--- config.mk ---
export PLATFORM = sky130hd
export DESIGN_NAME = sram_burst_core
export DESIGN_NICKNAME = d
export VERILOG_FILES = /design/src/rtl/sram_burst_pkg.sv /design/src/rtl/sram_cmd_decode.sv /design/src/rtl/sram_burst_seq.sv /design/src/rtl/sram_store.sv /design/src/rtl/sram_rd_path.sv /design/src/rtl/sram_burst_core.sv
export SDC_FILE = /design/constraint.sdc
export NUM_CORES = 2
export LEC_CHECK = 0
export BUFFER_PORTS_ARGS = -buffer_cell sky130_fd_sc_hd__buf_4
export CORE_UTILIZATION = 30
export CTS_CLUSTER_DIAMETER = 150
export DETAILED_ROUTE_END_ITERATION = 7
export PLACE_DENSITY_LB_ADDON = 0.3
export SYNTH_ARGS = -nofsm -noshare
export SYNTH_HDL_FRONTEND = slang
export SYNTH_HIERARCHICAL = 1
export SYNTH_SLANG_ARGS = --single-unit
export TNS_END_PERCENT = 20
--- constraint.sdc ---
create_clock -name clk -period 4.75 [get_ports clk]
set_input_delay 0.475 -clock clk [delete_from_list [all_inputs] [get_ports clk]]
set_output_delay 0.475 -clock clk [all_outputs]
set_load 0.005 [all_outputs]
--- src/rtl/sram_burst_pkg.sv ---
`timescale 1ns/100ps
package sram_burst_pkg;

    localparam int LANE_W = 9;

    typedef enum logic [1:0] {
        OP_DESEL,
        OP_BEGIN,
        OP_NEXT,
        OP_HOLD
    } op_e;

    typedef enum logic [1:0] {
        ST_SLEEP,
        ST_WAKE,
        ST_IDLE,
        ST_BURST
    } state_e;

    // low address bits for burst access number 'step' from 'base'
    function automatic logic [1:0] burst_lsb(logic [1:0] base, logic [1:0] step, logic linear);
        return linear ? 2'(base + step) : (base ^ step);
    endfunction

endpackage

--- src/rtl/sram_cmd_decode.sv ---
`timescale 1ns/100ps
module sram_cmd_decode
    import sram_burst_pkg::*;
#(
    parameter int NB = 4
) (
    input  logic          cs_n,
    input  logic          cs_hi,
    input  logic          cs_lo_n,
    input  logic          ld_pri_n,
    input  logic          ld_sec_n,
    input  logic          step_n,
    input  logic          wr_all_n,
    input  logic          wr_byte_n,
    input  logic [NB-1:0] lane_n,
    output op_e           op,
    output logic [NB-1:0] lanes
);

    logic          sec_ok;
    logic [NB-1:0] wr_sel;

    always_comb begin
        sec_ok = cs_hi & ~cs_lo_n;
        if (!wr_all_n) begin
            wr_sel = '1;
        end else if (!wr_byte_n) begin
            wr_sel = ~lane_n;
        end else begin
            wr_sel = '0;
        end

        lanes = wr_sel;
        if (!cs_n && !ld_pri_n) begin
            // priority strobe: start of a read burst, write inputs ignored
            op    = sec_ok ? OP_BEGIN : OP_DESEL;
            lanes = '0;
        end else if (!ld_sec_n) begin
            op = (!cs_n && sec_ok) ? OP_BEGIN : OP_DESEL;
        end else begin
            op = step_n ? OP_HOLD : OP_NEXT;
        end
    end

endmodule

--- src/rtl/sram_burst_seq.sv ---
`timescale 1ns/100ps
module sram_burst_seq
    import sram_burst_pkg::*;
#(
    parameter int AW = 6
) (
    input  logic          clk,
    input  logic          rst_n,
    input  logic          load,
    input  logic          advance,
    input  logic          linear,
    input  logic [AW-1:0] addr_in,
    output logic [AW-1:0] acc_addr
);

    logic [AW-3:0] upper_q;
    logic [1:0]    base_q;
    logic [1:0]    step_q;
    logic [1:0]    step_use;

    always_comb begin
        step_use = advance ? 2'(step_q + 2'd1) : step_q;
        if (load) begin
            acc_addr = addr_in;
        end else begin
            acc_addr = {upper_q, burst_lsb(base_q, step_use, linear)};
        end
    end

    always_ff @(posedge clk or negedge rst_n) begin
        if (!rst_n) begin
            upper_q <= '0;
            base_q  <= '0;
            step_q  <= '0;
        end else if (load) begin
            upper_q <= addr_in[AW-1:2];
            base_q  <= addr_in[1:0];
            step_q  <= '0;
        end else if (advance) begin
            step_q  <= step_use;
        end
    end

endmodule

--- src/rtl/sram_store.sv ---
`timescale 1ns/100ps
module sram_store
    import sram_burst_pkg::*;
#(
    parameter int NB    = 4,
    parameter int DEPTH = 64,
    localparam int AW   = $clog2(DEPTH),
    localparam int DW   = NB * LANE_W
) (
    input  logic          clk,
    input  logic [NB-1:0] we_lanes,
    input  logic [AW-1:0] waddr,
    input  logic [DW-1:0] wdata,
    input  logic [AW-1:0] raddr,
    output logic [DW-1:0] rdata
);

    for (genvar g = 0; g < NB; g++) begin : g_lane
        logic [LANE_W-1:0] cells [DEPTH];

        always_ff @(posedge clk) begin
            if (we_lanes[g]) begin
                cells[waddr] <= wdata[g*LANE_W +: LANE_W];
            end
        end

        assign rdata[g*LANE_W +: LANE_W] = cells[raddr];
    end

endmodule

--- src/rtl/sram_rd_path.sv ---
`timescale 1ns/100ps
module sram_rd_path #(
    parameter int DW = 36,
    parameter int AW = 6
) (
    input  logic          clk,
    input  logic          rst_n,
    input  logic          acc,
    input  logic          rd_fire,
    input  logic [AW-1:0] acc_addr,
    input  logic [DW-1:0] arr_data,
    input  logic          pipe_mode,
    input  logic          oe_n,
    output logic [AW-1:0] raddr,
    output logic [DW-1:0] rdata,
    output logic          rvalid
);

    logic          ft_q;
    logic          pf_q;
    logic [DW-1:0] pd_q;
    logic          drive;

    always_ff @(posedge clk or negedge rst_n) begin
        if (!rst_n) begin
            raddr <= '0;
            ft_q  <= 1'b0;
            pf_q  <= 1'b0;
            pd_q  <= '0;
        end else begin
            if (acc) begin
                raddr <= acc_addr;
            end
            ft_q <= rd_fire;
            pf_q <= ft_q;
            pd_q <= arr_data;
        end
    end

    always_comb begin
        drive  = pipe_mode ? pf_q : ft_q;
        rvalid = drive & ~oe_n;
        if (rvalid) begin
            rdata = pipe_mode ? pd_q : arr_data;
        end else begin
            rdata = '0;
        end
    end

endmodule

--- src/rtl/sram_burst_core.sv ---
`timescale 1ns/100ps
module sram_burst_core
    import sram_burst_pkg::*;
#(
    parameter int NB       = 4,
    parameter int DEPTH    = 64,
    parameter int WAKE_CYC = 3,
    localparam int AW      = $clog2(DEPTH),
    localparam int DW      = NB * LANE_W
) (
    input  logic          clk,
    input  logic          rst_n,
    input  logic          cs_n,
    input  logic          cs_hi,
    input  logic          cs_lo_n,
    input  logic          ld_pri_n,
    input  logic          ld_sec_n,
    input  logic          step_n,
    input  logic [AW-1:0] addr,
    input  logic          wr_all_n,
    input  logic          wr_byte_n,
    input  logic [NB-1:0] lane_n,
    input  logic [DW-1:0] wdata,
    input  logic          pipe_mode,
    input  logic          linear_mode,
    input  logic          oe_n,
    input  logic          sleep,
    output logic [DW-1:0] rdata,
    output logic          rvalid
);

    localparam int WCW = $clog2(WAKE_CYC + 1);

    op_e           op;
    logic [NB-1:0] dec_lanes;
    state_e        state_q, state_d;
    logic [WCW-1:0] wake_q, wake_d;

    logic          live, begin_go, cont_go, acc, rd_fire, seq_step;
    logic [NB-1:0] wr_lanes;
    logic [AW-1:0] acc_addr;
    logic [AW-1:0] raddr;
    logic [DW-1:0] arr_data;

    sram_cmd_decode #(.NB(NB)) u_dec (
        .cs_n      (cs_n),
        .cs_hi     (cs_hi),
        .cs_lo_n   (cs_lo_n),
        .ld_pri_n  (ld_pri_n),
        .ld_sec_n  (ld_sec_n),
        .step_n    (step_n),
        .wr_all_n  (wr_all_n),
        .wr_byte_n (wr_byte_n),
        .lane_n    (lane_n),
        .op        (op),
        .lanes     (dec_lanes)
    );

    // next-state logic
    always_comb begin
        state_d = state_q;
        wake_d  = wake_q;
        unique case (state_q)
            ST_SLEEP: begin
                if (WAKE_CYC <= 1) begin
                    state_d = ST_IDLE;
                end else begin
                    state_d = ST_WAKE;
                    wake_d  = WCW'(WAKE_CYC - 1);
                end
            end
            ST_WAKE: begin
                if (wake_q <= WCW'(1)) begin
                    state_d = ST_IDLE;
                end else begin
                    wake_d = wake_q - WCW'(1);
                end
            end
            ST_IDLE, ST_BURST: begin
                if (op == OP_DESEL) begin
                    state_d = ST_IDLE;
                end else if (op == OP_BEGIN) begin
                    state_d = ST_BURST;
                end
            end
            default: state_d = ST_IDLE;
        endcase
        if (sleep) begin
            state_d = ST_SLEEP;
        end
    end

    // state register
    always_ff @(posedge clk or negedge rst_n) begin
        if (!rst_n) begin
            state_q <= ST_IDLE;
            wake_q  <= '0;
        end else begin
            state_q <= state_d;
            wake_q  <= wake_d;
        end
    end

    // outputs of the FSM
    always_comb begin
        live     = !sleep && (state_q == ST_IDLE || state_q == ST_BURST);
        begin_go = live && (op == OP_BEGIN);
        cont_go  = live && (state_q == ST_BURST) && (op == OP_NEXT || op == OP_HOLD);
        acc      = begin_go || cont_go;
        seq_step = cont_go && (op == OP_NEXT);
        wr_lanes = acc ? dec_lanes : '0;
        rd_fire  = acc && (dec_lanes == '0);
    end

    sram_burst_seq #(.AW(AW)) u_seq (
        .clk      (clk),
        .rst_n    (rst_n),
        .load     (begin_go),
        .advance  (seq_step),
        .linear   (linear_mode),
        .addr_in  (addr),
        .acc_addr (acc_addr)
    );

    sram_store #(.NB(NB), .DEPTH(DEPTH)) u_store (
        .clk      (clk),
        .we_lanes (wr_lanes),
        .waddr    (acc_addr),
        .wdata    (wdata),
        .raddr    (raddr),
        .rdata    (arr_data)
    );

    sram_rd_path #(.DW(DW), .AW(AW)) u_rd (
        .clk       (clk),
        .rst_n     (rst_n),
        .acc       (acc),
        .rd_fire   (rd_fire),
        .acc_addr  (acc_addr),
        .arr_data  (arr_data),
        .pipe_mode (pipe_mode),
        .oe_n      (oe_n),
        .raddr     (raddr),
        .rdata     (rdata),
        .rvalid    (rvalid)
    );

endmodule

==> summary.md <==
| Metric | Value |
|---|---|
| Number of nets in the layout | `between 4000 and 5000` |
| Layout cell share with drive strength beyond 1 | `0.3301` |
| Boundary pin count | `97` |
| Worst slew margin | `0.06308` |
| CP dominant cell by count | `buf_4` |
| Commonest non-fill, non-tap cells in the layout | `2304 x edfxtp_1, 566 x mux4_2, 350 x buf_4, 276 x buf_12, 255 x and2_1` |
| FF+latch count, synth | `2360` |
| Post-synth EDFFs | `2304` |
| Depth of the CTS H-tree | `4` |
| WP buf/inv | `4` |
| Later-pin clock latency in the skew report | `0.89 ns` |
| Initial Utilization | `0.3014` |
| GR Util All Layers | `0.1754` |
| Critical path class | `flip-flop to flip-flop` |
| Clk buf depth | `3` |
| Core box area | `roughly 310000 sq um` |
| Ys async rst share | `0.02373` |
| Clock Skew | `roughly 0.042 ns` |
| Max Clk Rate | `between 0.2 and 0.25 GHz` |
| Pre-antenna DRT Iters | `8` |
| Post-route antenna net violation count | `0` |
| Synth Cell Area | `92080 sq um` |
| Minimum clock period | `approximately 4.7 ns` |
| Die area | `309200 sq um` |
| Worst Setup Start Kind | `flip-flop` |
| Worst min-delay path category | `input port to flip-flop` |
| Drt total wl | `272900 um` |
| CTS buffer count | `236` |
| Mapped Nets | `roughly 4300` |
| Top_reg_cell synth | `edfxtp_1` |
| Most common cell after layout, fill and taps aside | `edfxtp_1` |
| RSZ-0062 raised after global routing | `true` |
| Clock Root Buffer | `clkbuf_16` |
| Max VDD drop | `0.4053 mV` |
| Initial antenna violation count | `16` |
| Core Rows | `203` |
| First-pass GRT wire length | `378800 um` |
| Slowest CP cell | `dfstp_2` |
| Final instance area | `~110000 sq um` |
| Vias in the first global route | `roughly 47000` |
| CTS tree | `built` |
| Die height | `556.0 um` |
| Post-DP HPWL | `178800 um` |
| Final max-slew violation count | `0` |
| Delay-heaviest family, CP | `simple AND/OR/NAND/NOR gates` |
| CP Data Arrival Time | `5.31 ns` |
| Grt total ovfl | `0` |
| Largest net degree at the start of global routing | `74` |
| Reg clk slew, reported paths | `0.06 ns` |
| Worst-Margin Slew | `1.400 ns` |
| Required time worst endpoint | `5.32 ns` |
| Final hold violations | `0` |
| Final Setup Violations | `0` |
| Critical path endpoint category | `flip-flop` |
| Crit Path Max Fanout | `9` |
| P per Cell Area | `539.3 nW/um^2` |
| First DRT Iteration DRCs | `5091` |
| Leakage | `35.31 nW` |
| Critical Path Max Stage Delay | `roughly 0.60 ns` |
| Failing checks | `design-rule violations` |
| Via Count | `46753` |
| CP cell instances | `nand2b_1 > nor3_2 > buf_4 > xor2_1 > ha_1 > nand3b_1 > a211o_1 > a31oi_1 > buf_4 > nand3b_1 > nor2_1 > buf_4 > and2_1 > buf_12` |
| Distinct cells, synth | `60` |
| IO buf count | `96` |
| WL/cell | `~30 um` |
| Syn Inst Count | `4280` |
| Sequential share of the synthesized area | `0.7666` |
| Status | `complete, but fails checks` |
| Mean Syn Cell Area | `around 22 sq um` |
| Die width | `556.0 um` |
| Hold Slack | `roughly 0.058 ns` |
| MaxCap Viol Count | `0` |
| TritonCTS Sinks | `2360` |
| Post-place instance area | `103900 sq um` |
| Ys Warns | `6` |
| Post-detailed-route DRC marker count | `1` |
| Area growth from synthesis to layout | `21.61%` |
| Tcrit/Tclk final | `0.9970` |
| Placer Congestion | `0.9449` |
| Routed vias/inst | `between 5 and 6` |
[logic make-up (layout without fill, tap and decap cells)]
group           Yosys count  count (layout)  share of synthesized area
other cells               0              16                          0
mux                     669             669                     0.1501
xor+xnor                  1               1                 0.00009513
fa+ha+maj                 2               2                  0.0002717
flops                  2360            2360                     0.7666
buf+inv                 309            1119                    0.01775
compound gates          389             389                    0.03318
simple gates            550             550                    0.03199
[state kept, by name (all words and copies together), names as in the netlist]
name	cells
u_rd/raddr	6
u_rd/pf_q	1
u_rd/pd_q	36
u_seq/base_q	2
u_rd/ft_q	1
u_seq/upper_q	4
u_seq/step_q	2
state_q	2
wake_q	2
u_store/g_lane.cells	2304
[worst register-to-register path: cells and delay by family (launching register included)]
family                   cells  cell delay, ns
XOR/XNOR                     1            0.21
AND/OR/NAND/NOR              6            1.83
AO/OA/AOI/OAI                2            0.70
buffers and inverters        4            0.87
flip-flops                   1            0.60
adder cells (fa/ha/maj)      1            0.21
[repair_timing]
| action | 4_1_cts | 5_1_grt |
|---|---|---|
| endpoints found under the setup margin | 126 | 8 |
| gates resized for setup | 20 | 9 |
| pin swaps | 0 | 0 |
| endpoints found under the hold margin | 59 | 0 |
| hold buffers | 5 | 0 |
| buffers inserted | 14 | 0 |
[synth_stat cells, types with 6 or more instances]
master,number,share of area
a21oi_1,62,0.0034
a221oi_1,49,0.0047
a22o_1,33,0.0031
a22oi_1,57,0.0046
and2_1,259,0.018
buf_1,15,0.00061
buf_2,57,0.0031
buf_4,65,0.0053
buf_6,21,0.0026
clkbuf_1,107,0.0044
dfrtp_1,55,0.015
edfxtp_1,2304,0.75
inv_1,42,0.0017
mux2_2,37,0.0045
mux2i_1,66,0.0072
mux4_2,566,0.14
nand2_1,76,0.0031
nand2b_1,12,0.00082
nand3_1,8,0.00043
nand3b_1,11,0.00090
nor2_1,133,0.0054
nor3_1,17,0.00092
o21a_1,6,0.00049
o221ai_1,31,0.0029
o22ai_1,89,0.0060
o32ai_1,6,0.00057
o32ai_2,30,0.0053
or3b_2,7,0.00067
[final timing paths]
path | startpoint | endpoint | slack [ns] | cells past startpoint
worst max register to register | state_q[1]$_DFFE_PN1P_ | u_store/g_lane[3].cells[19][5]$_DFFE_PP_ | 0.01 | 14
worst min register to register | u_rd/ft_q$_DFF_PN0_ | u_rd/pf_q$_DFF_PN0_ | 0.46 | 0
worst max-delay path | state_q[1]$_DFFE_PN1P_ | u_store/g_lane[3].cells[19][5]$_DFFE_PP_ | 0.01 | 14
min in group asynchronous | rst_n | u_rd/pd_q[31]$_DFF_PN0_ | 0.30 | 3
max in group asynchronous | rst_n | u_rd/raddr[3]$_DFFE_PN0P_ | 3.64 | 3
worst min-delay path | addr[5] | u_seq/upper_q[3]$_DFFE_PN0P_ | 0.06 | 2
[report_power, final]
group	total, mW	switching [mW]	internal, mW
sequential	23.4	0.209	23.1
clock	18.5	7.94	10.5
combinational	18.6	11.3	7.26
[layer usage]
layer / up-vias / share of wire / routed length [um] / track usage
met5: - / 0.000044 / 12 / 0
met4: 2 / 0.041 / 11240 / 0.06624
met3: 391 / 0.073 / 19950 / 0.03445
met2: 1830 / 0.47 / 127800 / 0.2765
met1: 25391 / 0.42 / 113900 / 0.2394
li1: 19139 / - / - / -
[per-stage QoR]
stage | setup slack [ns] | utilization | total power, mW | TNS (ns) | std cells
global placement | -0.5397 | 0.3398 | 42.00 | -173.77 | 8729
CTS | -0.002284 | 0.3662 | 60.93 | -0.002284 | 9190
floorplan | 1.253 | - | 34.12 | 0 | 4280
global route | -0.009588 | 0.3664 | 62.31 | -0.009588 | 9192
detailed placement | -0.3939 | 0.3399 | 42.08 | -165.07 | 8730
finish | 0.01428 | 0.3665 | 60.40 | 0 | 9206
[area by class of cell]
cell class	count	area, sq um
clock inverters	157	1474
multi-input cells	1611	20060
well taps	4100	5130
repair buffers	635	8268
diodes	16	40.04
flip-flops and latches	2360	70610
clock buffers	284	6238
inverters	43	161.4
fillers	27794	193600
(Power assumes the default switching activity.)
